**src/rtl/sipo_pkg.sv**
```systemverilog
package sipo_pkg;
  // Index of each strobe in the edge detector array
  typedef enum logic [0:0] {
    STRB_SHIFT = 1'b0,
    STRB_STORE = 1'b1
  } strobe_e;

  localparam int unsigned NUM_STROBES = 2;

  // Rising transition from the current sample and the previous one
  function automatic logic rise_of(input logic now_v, input logic prev_v);
    return now_v & ~prev_v;
  endfunction
endpackage

```
**src/rtl/sipo_edge_det.sv**
```systemverilog
module sipo_edge_det
  import sipo_pkg::*;
(
  input  logic clk,
  input  logic rst_n,
  input  logic strobe_i,
  output logic rise_o
);
  logic prev_q;

  always_ff @(posedge clk or negedge rst_n) begin
    if (!rst_n) prev_q <= 1'b0;
    else        prev_q <= strobe_i;
  end

  assign rise_o = rise_of(strobe_i, prev_q);

  // a rise cannot repeat in the very next cycle
  a_r2_single_rise: assert property (@(posedge clk) disable iff (!rst_n)
    rise_o |=> !rise_o);
endmodule

```
**src/rtl/sipo_shift_chain.sv**
```systemverilog
module sipo_shift_chain #(
  parameter int unsigned WIDTH = 8
) (
  input  logic             clk,
  input  logic             rst_n,
  input  logic             clr_n,
  input  logic             step_i,
  input  logic             din_i,
  output logic [WIDTH-1:0] stages_o
);
  localparam int unsigned TOP = WIDTH - 1;

  logic [WIDTH-1:0] stages_q;
  logic             arst_n;

  assign arst_n = rst_n & clr_n;

  function automatic logic [WIDTH-1:0] next_stages(input logic [WIDTH-1:0] cur,
                                                   input logic din);
    return {cur[TOP-1:0], din};
  endfunction

  always_ff @(posedge clk or negedge arst_n) begin
    if (!arst_n)     stages_q <= '0;
    else if (step_i) stages_q <= next_stages(stages_q, din_i);
  end

  assign stages_o = stages_q;

  // stage 0 takes the input, the rest move up by one
  a_r1_shift_step: assert property (@(posedge clk) disable iff (!arst_n)
    step_i |=> (stages_q[0] == $past(din_i)) &&
               (stages_q[TOP:1] == $past(stages_q[TOP-1:0])));
  // no movement without a shift event
  a_r2_hold_no_step: assert property (@(posedge clk) disable iff (!arst_n)
    !step_i |=> $stable(stages_q));
  // the clear empties the stages
  a_r6_clear_empty: assert property (@(posedge clk) disable iff (!rst_n)
    !clr_n |-> (stages_q == '0));
endmodule

```
**src/rtl/sipo_store_reg.sv**
```systemverilog
module sipo_store_reg #(
  parameter int unsigned WIDTH = 8
) (
  input  logic             clk,
  input  logic             rst_n,
  input  logic             load_i,
  input  logic [WIDTH-1:0] src_i,
  output logic [WIDTH-1:0] held_o
);
  logic [WIDTH-1:0] held_q;

  always_ff @(posedge clk or negedge rst_n) begin
    if (!rst_n)      held_q <= '0;
    else if (load_i) held_q <= src_i;
  end

  assign held_o = held_q;

  // a load takes the source word as it stood at the edge
  a_r3_load_copy: assert property (@(posedge clk) disable iff (!rst_n)
    load_i |=> (held_q == $past(src_i)));
  // no change between loads
  a_r3_hold_between: assert property (@(posedge clk) disable iff (!rst_n)
    !load_i |=> $stable(held_q));
endmodule

```
**src/rtl/sipo_latch_expander.sv**
```systemverilog
module sipo_latch_expander
  import sipo_pkg::*;
#(
  parameter int unsigned WIDTH = 8
) (
  input  logic             clk,
  input  logic             rst_n,
  input  logic             ser_i,
  input  logic             shift_clk_i,
  input  logic             store_clk_i,
  input  logic             clr_n_i,
  input  logic             oe_n_i,
  output logic [WIDTH-1:0] q_o,
  output logic [WIDTH-1:0] q_en_o,
  output logic             ser_o
);
  localparam int unsigned TOP = WIDTH - 1;

  logic [NUM_STROBES-1:0] strobe_in;
  logic [NUM_STROBES-1:0] strobe_rise;
  logic                   shift_evt;
  logic                   store_evt;
  logic [WIDTH-1:0]       shift_word;
  logic [WIDTH-1:0]       latch_word;

  assign strobe_in[STRB_SHIFT] = shift_clk_i;
  assign strobe_in[STRB_STORE] = store_clk_i;

  for (genvar g = 0; g < NUM_STROBES; g++) begin : g_edge
    sipo_edge_det u_edge (
      .clk      (clk),
      .rst_n    (rst_n),
      .strobe_i (strobe_in[g]),
      .rise_o   (strobe_rise[g])
    );
  end

  assign shift_evt = strobe_rise[STRB_SHIFT];
  assign store_evt = strobe_rise[STRB_STORE];

  sipo_shift_chain #(.WIDTH(WIDTH)) u_chain (
    .clk      (clk),
    .rst_n    (rst_n),
    .clr_n    (clr_n_i),
    .step_i   (shift_evt),
    .din_i    (ser_i),
    .stages_o (shift_word)
  );

  sipo_store_reg #(.WIDTH(WIDTH)) u_store (
    .clk    (clk),
    .rst_n  (rst_n),
    .load_i (store_evt),
    .src_i  (shift_word),
    .held_o (latch_word)
  );

  assign q_o    = oe_n_i ? '0 : latch_word;
  assign q_en_o = {WIDTH{~oe_n_i}};
  assign ser_o  = shift_word[TOP];

  // the cascade bit after a shift is the old next-to-top stage
  a_r7_cascade: assert property (@(posedge clk) disable iff (!(rst_n && clr_n_i))
    shift_evt |=> (ser_o == $past(shift_word[TOP-1])));
  // a store in a shift cycle takes the pre-shift word
  a_r4_same_cycle: assert property (@(posedge clk) disable iff (!rst_n)
    (shift_evt && store_evt) |=> (latch_word == $past(shift_word)));
  // disabled outputs drive nothing
  a_r5_disabled: assert property (@(posedge clk) disable iff (!rst_n)
    oe_n_i |-> (q_en_o == '0) && (q_o == '0));
endmodule

```
**config.mk**
```make
export PLATFORM = sky130hd
export DESIGN_NAME = sipo_latch_expander
export DESIGN_NICKNAME = d
export VERILOG_FILES = /design/src/rtl/sipo_pkg.sv /design/src/rtl/sipo_edge_det.sv /design/src/rtl/sipo_shift_chain.sv /design/src/rtl/sipo_store_reg.sv /design/src/rtl/sipo_latch_expander.sv
export SDC_FILE = /design/constraint.sdc
export NUM_CORES = 1
export LEC_CHECK = 0
export CAP_MARGIN = 40
export CELL_PAD_IN_SITES_DETAIL_PLACEMENT = 0
export CELL_PAD_IN_SITES_GLOBAL_PLACEMENT = 1
export CORE_MARGIN = 5
export CORE_UTILIZATION = 37
export DETAILED_ROUTE_END_ITERATION = 10
export GPL_TIMING_DRIVEN = 0
export PLACE_DENSITY = 0.8
export SLEW_MARGIN = 0
export SYNTH_ARGS = -nofsm -noshare
export SYNTH_HDL_FRONTEND = slang
export SYNTH_SLANG_ARGS = --single-unit
export TNS_END_PERCENT = 10
```
**constraint.sdc**
```tcl
create_clock -name clk -period 1.4 [get_ports clk]
set_clock_uncertainty 0.15 [all_clocks]
set_input_delay 0.14 -clock clk [delete_from_list [all_inputs] [get_ports clk]]
set_output_delay 0.14 -clock clk [all_outputs]
set_load 0.005 [all_outputs]
```
==> impl_metrics.toml <==
[run_status]
run_status = "complete, no violations"

[sta]
setup_viol = 0
rsz0062_at_grt = "no"
timing.slew.headroom_pct = 67.3
setup_ws_ns = 0.0587
drv_slew = 0
final_hold_viol_count = 0
min_period_over_period_pct = 95.8
tightest_slew_ns = 0.489
fmax_ghz = 0.746
post-route-min-period_ns = 1.34
fin_tns_setup_ns = 0

[global_route]
grt-ovfl-total = 0
grt_pass1_vias = 487
grt_pass1_wl_mm = 2.31
grt_use_total_pct = 9.08
grt_max_degree = 12
antenna_found_initial = 0

[clock_network]
ctsHtreeMaxLevel = 1
path_clk_slew_ns = 0.10
cts-root-buf = "clkbuf_4"
numCtsBuffers = 3
cts.sinks = 18
cts_buffer_depth = 2
clk-insertion-delay-late_ns = 0.29
cts_tree = "done"

[worst_setup_path]
crit_arrival_ns = 1.05
critPathRequiredTime_ns = 1.11
cp_max_fo = 2
critical_path_class = "reg -> out"
r2r_setup_slack_ns = 0.16
cpMaxStageDelayCell = "dfrtp_1"
cp_slowest_stage_delay_ns = 0.39
cp-end-kind = "output pin"
crit_chain = "nor2b_1 -> dlygate4sd2_1"
critPathLaunchType = "register"

[routing]
dr_total_vias = 491
wl_per_cell_um = 11.7
drt-initial-drc-count = 1
first_pass_iters = 2
viasPerCell = 4.46
ant_nets = 0
drc = 0
routed_wl_mm = 1.29

[yosys]
synth_top_cell_by_area = "dfrtp_1"
syn-num-nets = 62
ys_ff_latch = 18
synth_warnings = 0
ys_types = 9
syn_inst = 55
ys_seq_area_share_pct = 52.8
yosys.area.top_type_share_pct = 52.8
synthTopCellsByArea = "dfrtp_1 (53%), mux2_4 (28%), buf_4 (6.2%), nor2b_1 (5.9%), buf_6 (2.6%)"
synth_area_um2 = 853
syn_avg_cell_area_um2 = 15.5

[floorplan]
initial_utilization_pct = 38.6
fp.dieH_um = 58.0
dieWidth_um = 58.0
rows = 17
ios = 24
core_area_mm2 = 0.00221
dieArea_mm2 = 0.00337

[power_and_ir_drop]
power.total_w = 0.00170
peakVddDrop_v = 0.000900
p_leak_nw = 0.557
powerDensity_mw_per_mm2 = 1480

[placed_design]
place_ws_ns = -0.513
io_buffers = 23
place_congestion = 0.655
post-dp-hpwl_mm = 1.01

[cells_and_area]
fillers = 193
nNetsFinal = 90
drive_gt1_share_pct = 40.2
antenna_cells = 0
syn_to_final_growth_pct = 34.8

[job]
cap_violations = 0

[min_path]
hold_class = "in -> async"
-- timing repair --
item                                    4_1_cts  5_1_grt
cloned                                        0        0
endpoints found under the hold margin         0        0
gates resized for setup                      13       10
hold buffers                                  0        0
pin swaps                                     0        0
setup buffers                                 0        0
endpoints found under the setup margin       17       14
-- metrics by stage --
step,instance area [um2],utilization (%),std cells,hold slack [ns]
2_1_floorplan,853,-,55,-0.306
3_3_place_gp,1120,50.6,106,0.340
3_5_place_dp,1120,50.6,106,0.338
4_1_cts,1140,51.8,110,0.0329
5_1_grt,1150,52.0,110,0.0524
6_report,1150,52.0,110,0.0232
-- path summary, 6_finish.rpt --
kind	cells past startpoint	start	endpoint
worst min-delay path	1	rst_n	u_store.held_o[1]
min in group clk	1	shift_clk_i	g_edge[0].u_edge.prev_q
worst min register to register	1	u_store.held_o[4]	u_store.held_o[4]
max in group asynchronous	2	rst_n	u_chain.stages_o[7]
worst max-delay path	2	u_store.held_o[3]	q_o[3]
worst max register to register	3	g_edge[0].u_edge.prev_q	u_chain.stages_o[6]
-- layout make-up --
cell class / instances / area [um2] / share of cell area, %
Buffer: 9 / 75.1 / 6.53
Clock buffer: 4 / 36.3 / 3.16
Inverter: 1 / 6.26 / 0.544
Multi-Input combinational cell: 27 / 324 / 28.2
Sequential cell: 18 / 450 / 39.2
Tap cell: 28 / 35.0 / 3.05
Timing Repair Buffer: 23 / 223 / 19.4
-- Yosys cell counts --
cell type	instances
dfrtp_1	18
nand2b_4	1
mux2_4	16
buf_6	2
buf_4	7
nor2b_4	1
inv_1	1
nor2b_1	8
and2_1	1
-- kinds of logic (layout without fill, tap and decap cells) --
group | after synthesis | after routing | share of synthesized area [%]
DFF | 18 | 18 | 52.8
muxes | 16 | 16 | 28.2
and+or+nand+nor | 11 | 11 | 9.82
buffers and inverters | 10 | 37 | 9.24
-- cell usage in the layout, fill, tap and decap left out, drive strengths merged --
cell type | Yosys | layout
nor2b | 9 | 9
dfrtp | 18 | 18
mux2 | 16 | 16
clkdlybuf4s50 | 0 | 13
nand2b | 1 | 1
buf | 9 | 10
inv | 1 | 1
dlygate4sd2 | 0 | 2
and2 | 1 | 1
clkdlybuf4s15 | 0 | 7
clkbuf | 0 | 4
-- worst max-delay path: cells and delay by family (launching register included) --
family | cells | cell delay, ns
flops | 1 | 0.39
simple gates | 1 | 0.12
buf+inv | 1 | 0.26
-- sequential cells by signal, indices dropped and copies added (netlist names) --
name and flops:
g_edge.u_edge.prev_q 2, u_chain.stages_o 8, u_store.held_o 8
-- power breakdown --
| part | switching, W | internal [W] | total (W) |
|---|---|---|---|
| Combinational | 0.000129 | 0.000423 | 0.000553 |
| Sequential | 0.000123 | 0.000713 | 0.000836 |
| Clock | 0.000151 | 0.000158 | 0.000309 |
-- metal layers --
layer | vias up | share of wire (%) | global-route usage [%]
met5 | - | 0 | 0
met4 | 0 | 1.6 | 4.97
met3 | 2 | 8.4 | 2.90
met2 | 17 | 45 | 13.9
met1 | 239 | 45 | 11.3
li1 | 233 | - | -
Note: power is estimated with default switching activity, not from simulation.
